### src/rtl/adc_fmt_pkg.sv
package adc_fmt_pkg;

    localparam int CODE_W   = 14;
    localparam int CODE_MAX = (1 << CODE_W) - 1;
    localparam int CODE_MID = 1 << (CODE_W - 1);
    localparam int CODE_QTR = 1 << (CODE_W - 2);

    typedef logic [CODE_W-1:0] code_t;

    // one sample travelling through the datapath
    typedef struct packed {
        logic  vld;
        code_t word;
        logic  ovr;
    } smp_t;

    typedef enum logic [2:0] {
        TM_PASS_A  = 3'b000,
        TM_MID_A   = 3'b001,
        TM_HALF_UP = 3'b010,
        TM_TOP     = 3'b011,
        TM_PASS_B  = 3'b100,
        TM_MID_B   = 3'b101,
        TM_HALF_DN = 3'b110,
        TM_BOTTOM  = 3'b111
    } tmode_e;

    function automatic code_t to_coding(input code_t c, input logic twos);
        code_t r;
        r = c;
        if (twos) r[CODE_W-1] = ~c[CODE_W-1];
        return r;
    endfunction

endpackage

### src/rtl/adc_fmt_testsel.sv
module adc_fmt_testsel
    import adc_fmt_pkg::*;
(
    input  code_t       code_i,
    input  logic        ovr_i,
    input  logic [2:0]  mode_i,
    output code_t       code_o,
    output logic        ovr_o
);
    tmode_e mode;
    assign mode = tmode_e'(mode_i);

    always_comb begin
        ovr_o  = 1'b0;
        unique case (mode)
            TM_MID_A, TM_MID_B: code_o = code_t'(CODE_MID);
            TM_HALF_UP:         code_o = code_t'(CODE_MID + CODE_QTR);
            TM_HALF_DN:         code_o = code_t'(CODE_MID - CODE_QTR);
            TM_TOP:             code_o = code_t'(CODE_MAX);
            TM_BOTTOM:          code_o = '0;
            default: begin
                code_o = code_i;
                ovr_o  = ovr_i;
            end
        endcase
    end
endmodule

### src/rtl/adc_fmt_correct.sv
module adc_fmt_correct
    import adc_fmt_pkg::*;
#(
    parameter int OFS_W = 8
) (
    input  code_t             code_i,
    input  logic              byp_i,
    input  logic [OFS_W-1:0]  ofs_i,
    output code_t             code_o,
    output logic              sat_o
);
    localparam int DW = CODE_W + 2;

    logic signed [DW-1:0] code_s;
    logic signed [DW-1:0] ofs_s;
    logic signed [DW-1:0] diff;
    logic signed [DW-1:0] top_s;

    assign code_s = $signed({2'b00, code_i});
    assign ofs_s  = $signed({{(DW-OFS_W){ofs_i[OFS_W-1]}}, ofs_i});
    assign top_s  = $signed({2'b00, {CODE_W{1'b1}}});
    assign diff   = byp_i ? code_s : (code_s - ofs_s);

    always_comb begin
        if (diff < 0) begin
            code_o = '0;
            sat_o  = 1'b1;
        end else if (diff > top_s) begin
            code_o = {CODE_W{1'b1}};
            sat_o  = 1'b1;
        end else begin
            code_o = diff[CODE_W-1:0];
            sat_o  = 1'b0;
        end
    end
endmodule

### src/rtl/adc_fmt_encode.sv
module adc_fmt_encode
    import adc_fmt_pkg::*;
(
    input  logic  vld_i,
    input  code_t code_i,
    input  logic  ovr_i,
    input  logic  sat_i,
    input  logic  twos_i,
    output smp_t  smp_o
);
    always_comb begin
        smp_o.vld  = vld_i;
        smp_o.word = to_coding(code_i, twos_i);
        smp_o.ovr  = ovr_i | sat_i;
    end
endmodule

### src/rtl/adc_fmt_delay.sv
module adc_fmt_delay
    import adc_fmt_pkg::*;
#(
    parameter int LATENCY = 10
) (
    input  logic clk,
    input  logic rst,
    input  logic mute_i,
    input  smp_t smp_i,
    output smp_t smp_o
);
    localparam int NSTG = LATENCY - 1;

    smp_t [NSTG-1:0] stg_q;
    smp_t            tail;
    smp_t            out_q;

    always_ff @(posedge clk) begin
        if (rst) begin
            stg_q <= '0;
        end else begin
            stg_q[0] <= smp_i;
            for (int i = 1; i < NSTG; i++) stg_q[i] <= stg_q[i-1];
        end
    end

    assign tail = stg_q[NSTG-1];

    // final stage keeps its word while nothing new arrives
    always_ff @(posedge clk) begin
        if (rst) begin
            out_q <= '0;
        end else begin
            out_q.vld <= tail.vld & ~mute_i;
            if (tail.vld & ~mute_i) begin
                out_q.word <= tail.word;
                out_q.ovr  <= tail.ovr;
            end
        end
    end

    assign smp_o = out_q;
endmodule

### src/rtl/adc_fmt_pipe.sv
module adc_fmt_pipe
    import adc_fmt_pkg::*;
#(
    parameter int LATENCY = 10,
    parameter int OFS_W   = 8
) (
    input  logic              clk,
    input  logic              rst,
    input  logic              smp_vld,
    input  logic [13:0]       raw_code,
    input  logic              raw_ovr,
    input  logic              cfg_twos,
    input  logic              cfg_ofs_byp,
    input  logic [OFS_W-1:0]  cfg_ofs,
    input  logic [2:0]        cfg_test,
    input  logic              cfg_pwrdn,
    output logic [13:0]       out_word,
    output logic              out_ovr,
    output logic              out_vld
);
    code_t t_code;
    logic  t_ovr;
    code_t c_code;
    logic  c_sat;
    smp_t  enc;
    smp_t  dly;

    adc_fmt_testsel u_tsel (
        .code_i (raw_code),
        .ovr_i  (raw_ovr),
        .mode_i (cfg_test),
        .code_o (t_code),
        .ovr_o  (t_ovr)
    );

    adc_fmt_correct #(.OFS_W(OFS_W)) u_corr (
        .code_i (t_code),
        .byp_i  (cfg_ofs_byp),
        .ofs_i  (cfg_ofs),
        .code_o (c_code),
        .sat_o  (c_sat)
    );

    adc_fmt_encode u_enc (
        .vld_i  (smp_vld & ~cfg_pwrdn),
        .code_i (c_code),
        .ovr_i  (t_ovr),
        .sat_i  (c_sat),
        .twos_i (cfg_twos),
        .smp_o  (enc)
    );

    adc_fmt_delay #(.LATENCY(LATENCY)) u_dly (
        .clk    (clk),
        .rst    (rst),
        .mute_i (cfg_pwrdn),
        .smp_i  (enc),
        .smp_o  (dly)
    );

    assign out_word = dly.word;
    assign out_ovr  = dly.ovr;
    assign out_vld  = dly.vld;
endmodule

### config.mk
export PLATFORM = sky130hd
export DESIGN_NAME = adc_fmt_pipe
export DESIGN_NICKNAME = d
export VERILOG_FILES = /design/src/rtl/adc_fmt_pkg.sv /design/src/rtl/adc_fmt_testsel.sv /design/src/rtl/adc_fmt_correct.sv /design/src/rtl/adc_fmt_encode.sv /design/src/rtl/adc_fmt_delay.sv /design/src/rtl/adc_fmt_pipe.sv
export SDC_FILE = /design/constraint.sdc
export NUM_CORES = 1
export LEC_CHECK = 0
export BUFFER_PORTS_ARGS = -buffer_cell sky130_fd_sc_hd__buf_2
export CAP_MARGIN = 0
export CORE_MARGIN = 3
export CORE_UTILIZATION = 62
export CTS_CLUSTER_SIZE = 40
export DETAILED_ROUTE_END_ITERATION = 16
export PLACE_DENSITY = 0.83
export SLEW_MARGIN = 40
export SYNTH_ARGS = -nofsm -noshare
export SYNTH_HDL_FRONTEND = slang
export SYNTH_SLANG_ARGS = --single-unit
### constraint.sdc
create_clock -name clk -period 5.05 [get_ports clk]
set_clock_uncertainty 0.05 [all_clocks]
set_input_delay 1.01 -clock clk [delete_from_list [all_inputs] [get_ports clk]]
set_output_delay 1.01 -clock clk [all_outputs]
set_load 0.01 [all_outputs]
==> results of run 1 <==
[kinds of logic after synthesis]
kind of cell / Yosys count
AOI/OAI and AO/OA: 87
xor gates and xnor gates: 10
adders and majority gates: 16
buffers and inverters: 52
DFF: 160
muxes: 2
and+or+nand+nor: 206
[worst max-delay path by stage]
stage / end / slack, ns / startpoint
finish: u_dly.stg_q[7] / 1.56 / cfg_test[1]
CTS: u_dly.stg_q[7] / 1.57 / cfg_test[1]
detailed placement: u_dly.stg_q[3] / 1.04 / cfg_test[0]
global placement: u_dly.stg_q[4] / 1.11 / cfg_test[1]
floorplan: u_dly.stg_q[14] / 1.53 / cfg_test[1]
global route: u_dly.stg_q[7] / 1.38 / cfg_test[0]
[registers in the layout (all words and copies together), names as in the netlist]
name,count
u_dly.stg_q,144
u_dly.smp_o,16
[power by group through the flow]
| stage | Sequential (mW) | Clock, mW | Combinational, mW |
|---|---|---|---|
| 2_1_floorplan | 1.32 | 0 | 0.150 |
| 3_3_place_gp | 1.32 | 0 | 0.193 |
| 3_5_place_dp | 1.32 | 0 | 0.196 |
| 4_1_cts | 1.30 | 1.42 | 0.198 |
| 5_1_grt | 1.30 | 1.47 | 0.222 |
| 6_report | 1.30 | 1.41 | 0.198 |
[synthesized netlist by cell type (3+ instances only)]
master / number / area share
sky130_fd_sc_hd__a21o_1: 3 / 0.0041
sky130_fd_sc_hd__a21oi_1: 38 / 0.035
sky130_fd_sc_hd__a221oi_1: 13 / 0.021
sky130_fd_sc_hd__buf_2: 6 / 0.0055
sky130_fd_sc_hd__clkbuf_1: 21 / 0.014
sky130_fd_sc_hd__dfxtp_1: 160 / 0.59
sky130_fd_sc_hd__ha_1: 15 / 0.034
sky130_fd_sc_hd__inv_1: 23 / 0.016
sky130_fd_sc_hd__nand2_1: 43 / 0.030
sky130_fd_sc_hd__nand2b_1: 5 / 0.0057
sky130_fd_sc_hd__nand3_1: 4 / 0.0037
sky130_fd_sc_hd__nor2_1: 15 / 0.010
sky130_fd_sc_hd__nor2b_1: 133 / 0.15
sky130_fd_sc_hd__o211ai_1: 3 / 0.0041
sky130_fd_sc_hd__o21a_1: 4 / 0.0055
sky130_fd_sc_hd__o21ai_0: 9 / 0.0083
sky130_fd_sc_hd__xnor2_1: 6 / 0.0096
sky130_fd_sc_hd__xor2_1: 4 / 0.0064
[cell type report]
cell class | count | area share
clock buffers | 17 | 0.0647
clock inverters | 15 | 0.0381
inverters | 23 | 0.0135
multi-input cells | 321 | 0.320
flip-flops and latches | 160 | 0.501
well taps | 105 | 0.0205
repair buffers | 51 | 0.0424
[through the flow]
stage	power, mW	utilization	hold WS, ns	instances
global placement	1.52	0.684	0.366	660
floorplan	1.47	-	0.364	533
CTS	2.92	0.763	0.385	692
detailed placement	1.52	0.684	0.372	660
global route	3.00	0.763	0.398	692
finish	2.90	0.763	0.381	692
[routing by layer]
| layer | wire [microns] | global-route usage | vias to the layer above |
|---|---|---|---|
| met3 | 469 | 0.0674 | 15 |
| met4 | 155 | 0.0767 | 0 |
| li1 | - | - | 1819 |
| met5 | 0 | 0 | - |
| met2 | 5090 | 0.378 | 92 |
| met1 | 4150 | 0.238 | 1646 |
[worst max-delay path: cells and delay by family]
kind	cells	cell delay [ns]
compound gates	6	1.23
fa+ha+maj	2	0.62
buf+inv	2	0.30
simple gates	3	0.63
[layout by cell type, fill, tap and decap left out, types with 2 or more instances in the layout]
master,count
sky130_fd_sc_hd__dfxtp_1,160
sky130_fd_sc_hd__nor2b_1,132
sky130_fd_sc_hd__buf_2,46
sky130_fd_sc_hd__nand2_1,43
sky130_fd_sc_hd__a21oi_1,38
sky130_fd_sc_hd__inv_1,23
sky130_fd_sc_hd__clkbuf_16,16
sky130_fd_sc_hd__nor2_1,15
sky130_fd_sc_hd__ha_1,15
sky130_fd_sc_hd__a221oi_1,13
sky130_fd_sc_hd__o21ai_0,9
sky130_fd_sc_hd__xnor2_1,6
sky130_fd_sc_hd__inv_6,6
sky130_fd_sc_hd__nand2b_1,5
sky130_fd_sc_hd__bufinv_16,5
sky130_fd_sc_hd__o21a_1,4
sky130_fd_sc_hd__nand3_1,4
sky130_fd_sc_hd__xor2_1,4
sky130_fd_sc_hd__buf_4,4
sky130_fd_sc_hd__o211ai_1,3
sky130_fd_sc_hd__a21o_1,3
sky130_fd_sc_hd__inv_8,3
sky130_fd_sc_hd__o31a_2,2
sky130_fd_sc_hd__a2111o_1,2
sky130_fd_sc_hd__nor3_1,2
sky130_fd_sc_hd__o21bai_1,2
==> impl_metrics.prom, run 1 <==
# TYPE chip_impl_metric gauge
chip_impl_metric{name="synth_compound_gate_area_share",unit=""} 0.107
chip_impl_metric{name="initial_antenna_violation_count",unit=""} 0
chip_impl_metric{name="globalRouteTotalUtil",unit=""} 0.212
chip_impl_metric{name="comb_power_share",unit=""} 0.068
chip_impl_metric{name="sequential_cell_area",unit="sq mm"} 0.00320
chip_impl_metric{name="die_height",unit="microns"} 99.8
chip_impl_info{name="dominantRegCellSynth",value="sky130_fd_sc_hd__dfxtp_1"} 1
chip_impl_metric{name="post-place-ws",unit="ns"} 1.04
chip_impl_metric{name="fin_nets",unit=""} 622
chip_impl_metric{name="cts_sinks",unit=""} 160
chip_impl_metric{name="rrSetupSlack",unit="ns"} 3.76
chip_impl_metric{name="worst_setup_hold_path_clk_slew",unit="ns"} 0.06
chip_impl_metric{name="route.detailed.drc",unit=""} 0
chip_impl_metric{name="final_hold_viol_count",unit=""} 0
chip_impl_metric{name="netlist_area",unit="sq mm"} 0.00546
chip_impl_metric{name="cts_setup_buffers",unit=""} 0
chip_impl_metric{name="r2r_cells",unit=""} 3
chip_impl_metric{name="synth.lib_cells_used.distinct",unit=""} 42
chip_impl_metric{name="seq_power_share",unit=""} 0.447
chip_impl_metric{name="timing.critical_path.fanout_max",unit=""} 13
chip_impl_metric{name="worst_slew_pin_slew",unit="ns"} 0.600
chip_impl_info{name="timing.hold.worst.class",value="reg2reg"} 1
chip_impl_metric{name="start_util",unit=""} 0.651
chip_impl_metric{name="vias",unit=""} 3572
chip_impl_metric{name="layout.cell_area.non_filler",unit="sq mm"} 0.00640
chip_impl_metric{name="sw_share",unit=""} 0.226
chip_impl_info{name="end_kind",value="register"} 1
chip_impl_metric{name="insertion_delay",unit="ns"} 0.52
chip_impl_info{name="crit_chain",value="buf_2, nor2_1, buf_4, a21oi_1, ha_1, fa_1, nor2b_1, o31a_2, a41oi_2, o21a_1, or3_4, a21oi_4, a221oi_1"} 1
chip_impl_metric{name="post_cts_resize_count",unit=""} 0
chip_impl_metric{name="vdd.ir_drop.worst",unit="mV"} 0.251
chip_impl_info{name="critical_path.startpoint_type",value="primary input"} 1
chip_impl_metric{name="cts_buffers",unit=""} 17
chip_impl_metric{name="synth_simple_gate_area_share",unit=""} 0.209
chip_impl_metric{name="portBuffers",unit=""} 47
chip_impl_metric{name="clock_tree.htree_level_count",unit=""} 4
chip_impl_metric{name="fin_crit",unit="ns"} 3.49
chip_impl_metric{name="number_of_synthesized_flops_with_an_enable_pin",unit=""} 0
chip_impl_info{name="worst-setup-path-type",value="in2reg"} 1
chip_impl_metric{name="final.setup.worst_slack",unit="ns"} 1.56
chip_impl_metric{name="timing.critical_path.slowest_cell_delay",unit="ns"} 0.41
chip_impl_metric{name="synthesized_flop_and_latch_total",unit=""} 160
chip_impl_metric{name="setup-violations-final",unit=""} 0
chip_impl_metric{name="finalWirelength",unit="microns"} 9860
chip_impl_metric{name="num_antenna_cells",unit=""} 0
chip_impl_info{name="worst_path_max_delay_cell",value="sky130_fd_sc_hd__fa_1"} 1
chip_impl_metric{name="grt_start_max_net_pins",unit=""} 87
chip_impl_metric{name="yosys.area_share.adder",unit=""} 0.0381
chip_impl_metric{name="clock.fmax",unit="MHz"} 287
chip_impl_info{name="worstHoldStart",value="u_dly.stg_q[12]"} 1
chip_impl_metric{name="dp_hpwl",unit="microns"} 5810
chip_impl_metric{name="cts-hold-fix-buffers",unit=""} 0
chip_impl_metric{name="synthMuxAreaShare",unit=""} 0.00390
chip_impl_metric{name="max-clock-path-buffers",unit=""} 2
chip_impl_metric{name="multi_input_area",unit="sq mm"} 0.00205
chip_impl_info{name="root_buffer",value="sky130_fd_sc_hd__clkbuf_8"} 1
chip_impl_info{name="combinational_family_with_the_most_area_after_synthesis",value="simple AND/OR/NAND/NOR gates"} 1
chip_impl_metric{name="weighted_congestion_at_the_end_of_routability_driven_global_placement",unit=""} 0.836
chip_impl_metric{name="layout.filler_cells",unit=""} 562
chip_impl_info{name="whs_endpoint",value="u_dly.stg_q[28]"} 1
chip_impl_info{name="cts_tree",value="built"} 1
chip_impl_metric{name="dieWidth",unit="microns"} 99.8
chip_impl_metric{name="postPlaceCellArea",unit="sq mm"} 0.00573
chip_impl_metric{name="worstPathArrival",unit="ns"} 3.81
chip_impl_metric{name="internal_power",unit="mW"} 2.25
chip_impl_metric{name="areaGrowthSynthToFinish",unit="%"} 17.2
chip_impl_metric{name="worstPathRequired",unit="ns"} 5.37
chip_impl_metric{name="part_of_the_power_in_the_clock_network",unit=""} 0.485
chip_impl_metric{name="timing.hold.worst_path_depth",unit=""} 1
chip_impl_metric{name="ys_seq_area_frac",unit=""} 0.587
chip_impl_metric{name="wl_per_cell",unit="microns"} 14.3
chip_impl_metric{name="cap_viol_max_count",unit=""} 0
chip_impl_metric{name="slew_viol_final",unit=""} 0
chip_impl_metric{name="placeableCoreArea",unit="sq mm"} 0.00838
chip_impl_metric{name="synth_async_sr_flop_share",unit=""} 0
chip_impl_metric{name="final_min_period_over_clock_period",unit=""} 0.691
chip_impl_metric{name="power.density",unit="mW/mm^2"} 454
chip_impl_metric{name="first_global_vias",unit=""} 3522
chip_impl_metric{name="dr.first_iter.drc_count",unit=""} 108
chip_impl_metric{name="detail_route.first_pass.iterations",unit=""} 6
chip_impl_metric{name="area_of_the_die",unit="sq mm"} 0.00996
chip_impl_info{name="status",value="finished clean"} 1
chip_impl_metric{name="leakage",unit="nW"} 2.71
chip_impl_metric{name="routed_via_density",unit=""} 5.16
chip_impl_metric{name="synth_warnings",unit=""} 0
chip_impl_info{name="critical_path.reg2reg.startpoint",value="u_dly.stg_q[143]"} 1
chip_impl_info{name="rsz0062_at_grt",value="false"} 1
chip_impl_metric{name="first_pass_grt_wire_length",unit="microns"} 16400
chip_impl_info{name="worst_r2r_endpoint",value="u_dly.smp_o[13]"} 1
chip_impl_metric{name="grt_overflow",unit=""} 0
chip_impl_metric{name="switchingPower",unit="mW"} 0.656
chip_impl_metric{name="postSynthNetCount",unit=""} 581
chip_impl_metric{name="synth.avg_cell_area",unit="sq um"} 10.2
chip_impl_metric{name="antenna_violating_nets_post_route",unit=""} 0
chip_impl_metric{name="final_layout_size_suffix_gt1_frac",unit=""} 0.155
chip_impl_metric{name="max_slew_margin",unit=""} 0.598
chip_impl_metric{name="num_rows",unit=""} 33
chip_impl_metric{name="postSynthCellCount",unit=""} 533
chip_impl_metric{name="synth_xor_area_frac",unit=""} 0.0161
chip_impl_metric{name="io_pins",unit=""} 48
chip_impl_metric{name="setup_total_negative_slack",unit="ns"} 0
Note: power is estimated with default switching activity, not from simulation.
==> run 2, diff against run 1 <==
--- a/config.mk
+++ b/config.mk
@@ -5,13 +5,14 @@
 export SDC_FILE = /design/constraint.sdc
 export NUM_CORES = 1
 export LEC_CHECK = 0
+export ABC_AREA = 1
 export BUFFER_PORTS_ARGS = -buffer_cell sky130_fd_sc_hd__buf_2
 export CAP_MARGIN = 0
 export CORE_MARGIN = 3
-export CORE_UTILIZATION = 62
+export CORE_UTILIZATION = 53
 export CTS_CLUSTER_SIZE = 40
 export DETAILED_ROUTE_END_ITERATION = 16
-export PLACE_DENSITY = 0.83
+export PLACE_DENSITY = 0.75
 export SLEW_MARGIN = 40
 export SYNTH_ARGS = -nofsm -noshare
 export SYNTH_HDL_FRONTEND = slang
==> constraint.sdc (replaced) <==
create_clock -name clk -period 3.1 [get_ports clk]
set_clock_uncertainty 0.05 [all_clocks]
set_input_delay 0.62 -clock clk [delete_from_list [all_inputs] [get_ports clk]]
set_output_delay 0.62 -clock clk [all_outputs]
set_load 0.01 [all_outputs]
==> run 2 against run 1 <==
Critical path depth is 5 higher. Global-route usage fell by 4.3 points. Synthesized area grew 7.2%. Die area grew 24%. Critical endpoint is now u_dly.stg_q[6].
==> impl_metrics.prom, run 2 <==
# TYPE chip_impl_metric gauge
chip_impl_info{name="status",value="finished clean"} 1
chip_impl_metric{name="die_height",unit="microns"} 111
chip_impl_metric{name="areaGrowthSynthToFinish",unit="%"} 16.0
chip_impl_metric{name="final_min_period_over_clock_period",unit=""} 0.818
chip_impl_metric{name="leakage",unit="nW"} 3.25
chip_impl_metric{name="first_global_vias",unit=""} 4004
chip_impl_metric{name="antenna_violating_nets_post_route",unit=""} 0
chip_impl_metric{name="timing.critical_path.fanout_max",unit=""} 10
chip_impl_metric{name="area_of_the_die",unit="sq mm"} 0.0123
chip_impl_metric{name="routed_via_density",unit=""} 4.45
chip_impl_info{name="rsz0062_at_grt",value="false"} 1
chip_impl_info{name="top_register_by_number_of_flip_flops",value="u_dly.stg_q"} 1
chip_impl_metric{name="dpl.cell_count",unit=""} 928
chip_impl_info{name="synth_top_cells_by_count",value="181 x sky130_fd_sc_hd__inv_1, 176 x sky130_fd_sc_hd__nor2_1, 160 x sky130_fd_sc_hd__dfxtp_1, 103 x sky130_fd_sc_hd__nand2_1, 27 x sky130_fd_sc_hd__o21ai_0"} 1
chip_impl_metric{name="synth_compound_gate_area_share",unit=""} 0.0481
chip_impl_metric{name="synth_xor_area_frac",unit=""} 0.0120
chip_impl_info{name="layout.cells.most_common",value="sky130_fd_sc_hd__inv_1"} 1
chip_impl_metric{name="slew_viol_final",unit=""} 0
chip_impl_info{name="end_kind",value="register"} 1
chip_impl_info{name="critical_path.startpoint_type",value="primary input"} 1
chip_impl_metric{name="yosys.area_share.adder",unit=""} 0.0355
chip_impl_metric{name="synthMuxAreaShare",unit=""} 0
chip_impl_metric{name="clock.fmax",unit="MHz"} 394
chip_impl_metric{name="cts_sinks",unit=""} 160
chip_impl_metric{name="postSynthNetCount",unit=""} 807
chip_impl_metric{name="insertion_delay",unit="ns"} 0.51
chip_impl_metric{name="route.detailed.drc",unit=""} 0
chip_impl_metric{name="critical_path.n_buffers_inverters",unit=""} 6
chip_impl_info{name="combinational_family_with_the_most_area_after_synthesis",value="simple AND/OR/NAND/NOR gates"} 1
chip_impl_metric{name="dp_hpwl",unit="microns"} 6740
chip_impl_metric{name="portBuffers",unit=""} 47
chip_impl_metric{name="final_layout_size_suffix_gt1_frac",unit=""} 0.132
chip_impl_metric{name="weighted_congestion_at_the_end_of_routability_driven_global_placement",unit=""} 0.830
chip_impl_info{name="cts_tree",value="built"} 1
chip_impl_metric{name="timing.critical_path.slowest_cell_delay",unit="ns"} 0.40
chip_impl_metric{name="cts-hold-fix-buffers",unit=""} 0
chip_impl_metric{name="power.density",unit="mW/mm^2"} 650
chip_impl_metric{name="synth.avg_cell_area",unit="sq um"} 7.71
chip_impl_metric{name="fin_nets",unit=""} 859
chip_impl_metric{name="finalWirelength",unit="microns"} 9720
chip_impl_metric{name="cts_buffers",unit=""} 17
chip_impl_metric{name="number_of_synthesized_flops_with_an_enable_pin",unit=""} 0
chip_impl_metric{name="synthesized_flop_and_latch_total",unit=""} 160
chip_impl_metric{name="start_util",unit=""} 0.557
chip_impl_metric{name="cap_viol_max_count",unit=""} 0
chip_impl_metric{name="max_slew_margin",unit=""} 0.578
chip_impl_info{name="dominantRegCellSynth",value="sky130_fd_sc_hd__dfxtp_1"} 1
chip_impl_metric{name="sequential_cell_area",unit="sq mm"} 0.00320
chip_impl_info{name="most-common-layout-cells",value="181 x sky130_fd_sc_hd__inv_1, 176 x sky130_fd_sc_hd__nor2_1, 160 x sky130_fd_sc_hd__dfxtp_1"} 1
chip_impl_metric{name="post_cts_resize_count",unit=""} 0
chip_impl_metric{name="num_antenna_cells",unit=""} 0
chip_impl_metric{name="worst_setup_hold_path_clk_slew",unit="ns"} 0.06
chip_impl_info{name="cp-startpoint",value="cfg_test[1]"} 1
chip_impl_metric{name="cts_setup_buffers",unit=""} 0
chip_impl_info{name="critical-path-top-cell-by-count",value="sky130_fd_sc_hd__inv_1"} 1
chip_impl_metric{name="vias",unit=""} 4270
chip_impl_info{name="worst-setup-path-type",value="in2reg"} 1
chip_impl_metric{name="max-clock-path-buffers",unit=""} 2
chip_impl_metric{name="fin_crit",unit="ns"} 2.54
chip_impl_metric{name="dieWidth",unit="microns"} 111
chip_impl_metric{name="clock_tree.htree_level_count",unit=""} 4
chip_impl_metric{name="largest_register_ffs",unit=""} 144
chip_impl_metric{name="synth.lib_cells_used.distinct",unit=""} 33
chip_impl_metric{name="synth_async_sr_flop_share",unit=""} 0
chip_impl_metric{name="synth_warnings",unit=""} 0
chip_impl_info{name="cpLargestDelayFamily",value="simple AND/OR/NAND/NOR gates"} 1
chip_impl_metric{name="num_rows",unit=""} 37
chip_impl_metric{name="ys_seq_area_frac",unit=""} 0.547
chip_impl_metric{name="setup_total_negative_slack",unit="ns"} 0
chip_impl_metric{name="initial_antenna_violation_count",unit=""} 0
chip_impl_metric{name="detail_route.first_pass.iterations",unit=""} 5
chip_impl_info{name="synth.top_cells.by_area",value="sky130_fd_sc_hd__dfxtp_1 55%, sky130_fd_sc_hd__inv_1 12%, sky130_fd_sc_hd__nor2_1 11%, sky130_fd_sc_hd__nand2_1 6.6%, sky130_fd_sc_hd__ha_1 3.2%"} 1
chip_impl_info{name="worstHoldStart",value="cfg_pwrdn"} 1
chip_impl_metric{name="worstPathArrival",unit="ns"} 2.89
chip_impl_metric{name="worst_slew_pin_slew",unit="ns"} 0.633
chip_impl_info{name="critical_path.reg2reg.startpoint",value="u_dly.stg_q[143]"} 1
chip_impl_metric{name="vdd.ir_drop.worst",unit="mV"} 0.510
chip_impl_info{name="root_buffer",value="sky130_fd_sc_hd__clkbuf_8"} 1
chip_impl_info{name="worst_path_max_delay_cell",value="sky130_fd_sc_hd__fa_1"} 1
chip_impl_metric{name="fin_cells",unit=""} 959
chip_impl_info{name="crit_chain",value="buf_2, nor2_1, inv_1, o21ai_0, inv_1, fa_1, inv_1, nand2_1, nand2_2, nand3b_4, nand2_2, nand3_1, nand2_1, nand3_4, nand3_4, inv_4, o21ai_1, inv_1"} 1
chip_impl_metric{name="dr.first_iter.drc_count",unit=""} 254
chip_impl_metric{name="wl_per_cell",unit="microns"} 10.1
chip_impl_metric{name="placeableCoreArea",unit="sq mm"} 0.0105
chip_impl_metric{name="layout.filler_cells",unit=""} 858
chip_impl_metric{name="synth_simple_gate_area_share",unit=""} 0.221
chip_impl_metric{name="multi_input_area",unit="sq mm"} 0.00185
chip_impl_metric{name="setup-violations-final",unit=""} 0
chip_impl_metric{name="grt_start_max_net_pins",unit=""} 62
chip_impl_info{name="timing.hold.worst.class",value="in2reg"} 1
chip_impl_info{name="library_cell_occupying_the_most_area_in_the_post_synthesis_netlist",value="sky130_fd_sc_hd__dfxtp_1"} 1
chip_impl_metric{name="grt_overflow",unit=""} 0
chip_impl_info{name="synth.most_common_cell",value="sky130_fd_sc_hd__inv_1"} 1
chip_impl_metric{name="synth_top_area_frac",unit=""} 0.547
chip_impl_metric{name="first_pass_grt_wire_length",unit="microns"} 17100
chip_impl_metric{name="final_hold_viol_count",unit=""} 0
chip_impl_metric{name="globalRouteTotalUtil",unit=""} 0.170
chip_impl_metric{name="postSynthCellCount",unit=""} 759
chip_impl_metric{name="netlist_area",unit="sq mm"} 0.00585
chip_impl_metric{name="io_pins",unit=""} 48
chip_impl_metric{name="worstPathRequired",unit="ns"} 3.45
[run 2: cell count changes after synthesis, moves of 5 or more]
cell / change
sky130_fd_sc_hd__o21ai_0: +18
sky130_fd_sc_hd__nand2b_1: -5
sky130_fd_sc_hd__inv_1: +158
sky130_fd_sc_hd__nand2_2: +11
sky130_fd_sc_hd__nand3_1: +7
sky130_fd_sc_hd__nand2_1: +60
sky130_fd_sc_hd__a221oi_1: -13
sky130_fd_sc_hd__a21oi_1: -22
sky130_fd_sc_hd__nor2b_1: -133
sky130_fd_sc_hd__nor2_1: +161
[run 2: power breakdown]
part | internal [mW] | switching [mW] | leakage [nW] | total, mW
Combinational | 0.130 | 0.234 | 1.69 | 0.365
Clock | 1.17 | 0.748 | 0.268 | 1.92
Sequential | 2.11 | 0.0124 | 1.30 | 2.12
Total | 3.41 | 0.994 | 3.25 | 4.41
[run 2: path summary, 6_finish.rpt]
kind | endpoint | slack, ns | depth (start not counted)
hold reg to reg | u_dly.stg_q[40] | 0.35 | 2
setup reg to reg | u_dly.smp_o[12] | 1.84 | 6
setup / recovery | u_dly.stg_q[6] | 0.56 | 18
hold / removal | u_dly.stg_q[15] | 0.25 | 2
[run 2: logic make-up after synthesis]
| family | count (synthesis) |
|---|---|
| DFF | 160 |
| xor gates and xnor gates | 8 |
| adders and majority gates | 16 |
| and+or+nand+nor | 313 |
| AOI/OAI and AO/OA | 54 |
| buffers and inverters | 208 |
[run 2: layer usage]
| layer | up-vias | wire (microns) | track usage |
|---|---|---|---|
| met5 | - | 0 | 0 |
| met3 | 10 | 483 | 0.0513 |
| met1 | 1867 | 4250 | 0.189 |
| met4 | 0 | 138 | 0.0730 |
| li1 | 2294 | - | - |
| met2 | 99 | 4850 | 0.301 |
[run 2: per-stage QoR]
step	hold slack [ns]	setup slack (ns)	cell area, sq um	power [mW]	utilization
detailed placement	0.342	0.0534	6220	2.53	0.592
global route	0.227	0.395	6790	4.61	0.646
floorplan	0.338	0.172	5850	2.44	-
CTS	0.218	0.600	6790	4.46	0.646
finish	0.248	0.565	6790	4.41	0.646
global placement	0.339	0.179	6220	2.52	0.592
[run 2: cell type report]
class | instances | area share
sequential | 160 | 0.472
multi-input combinational | 391 | 0.273
inverter | 187 | 0.104
clock buffer | 20 | 0.0656
timing repair buffer | 54 | 0.0428
tap | 136 | 0.0251
clock inverter | 11 | 0.0170
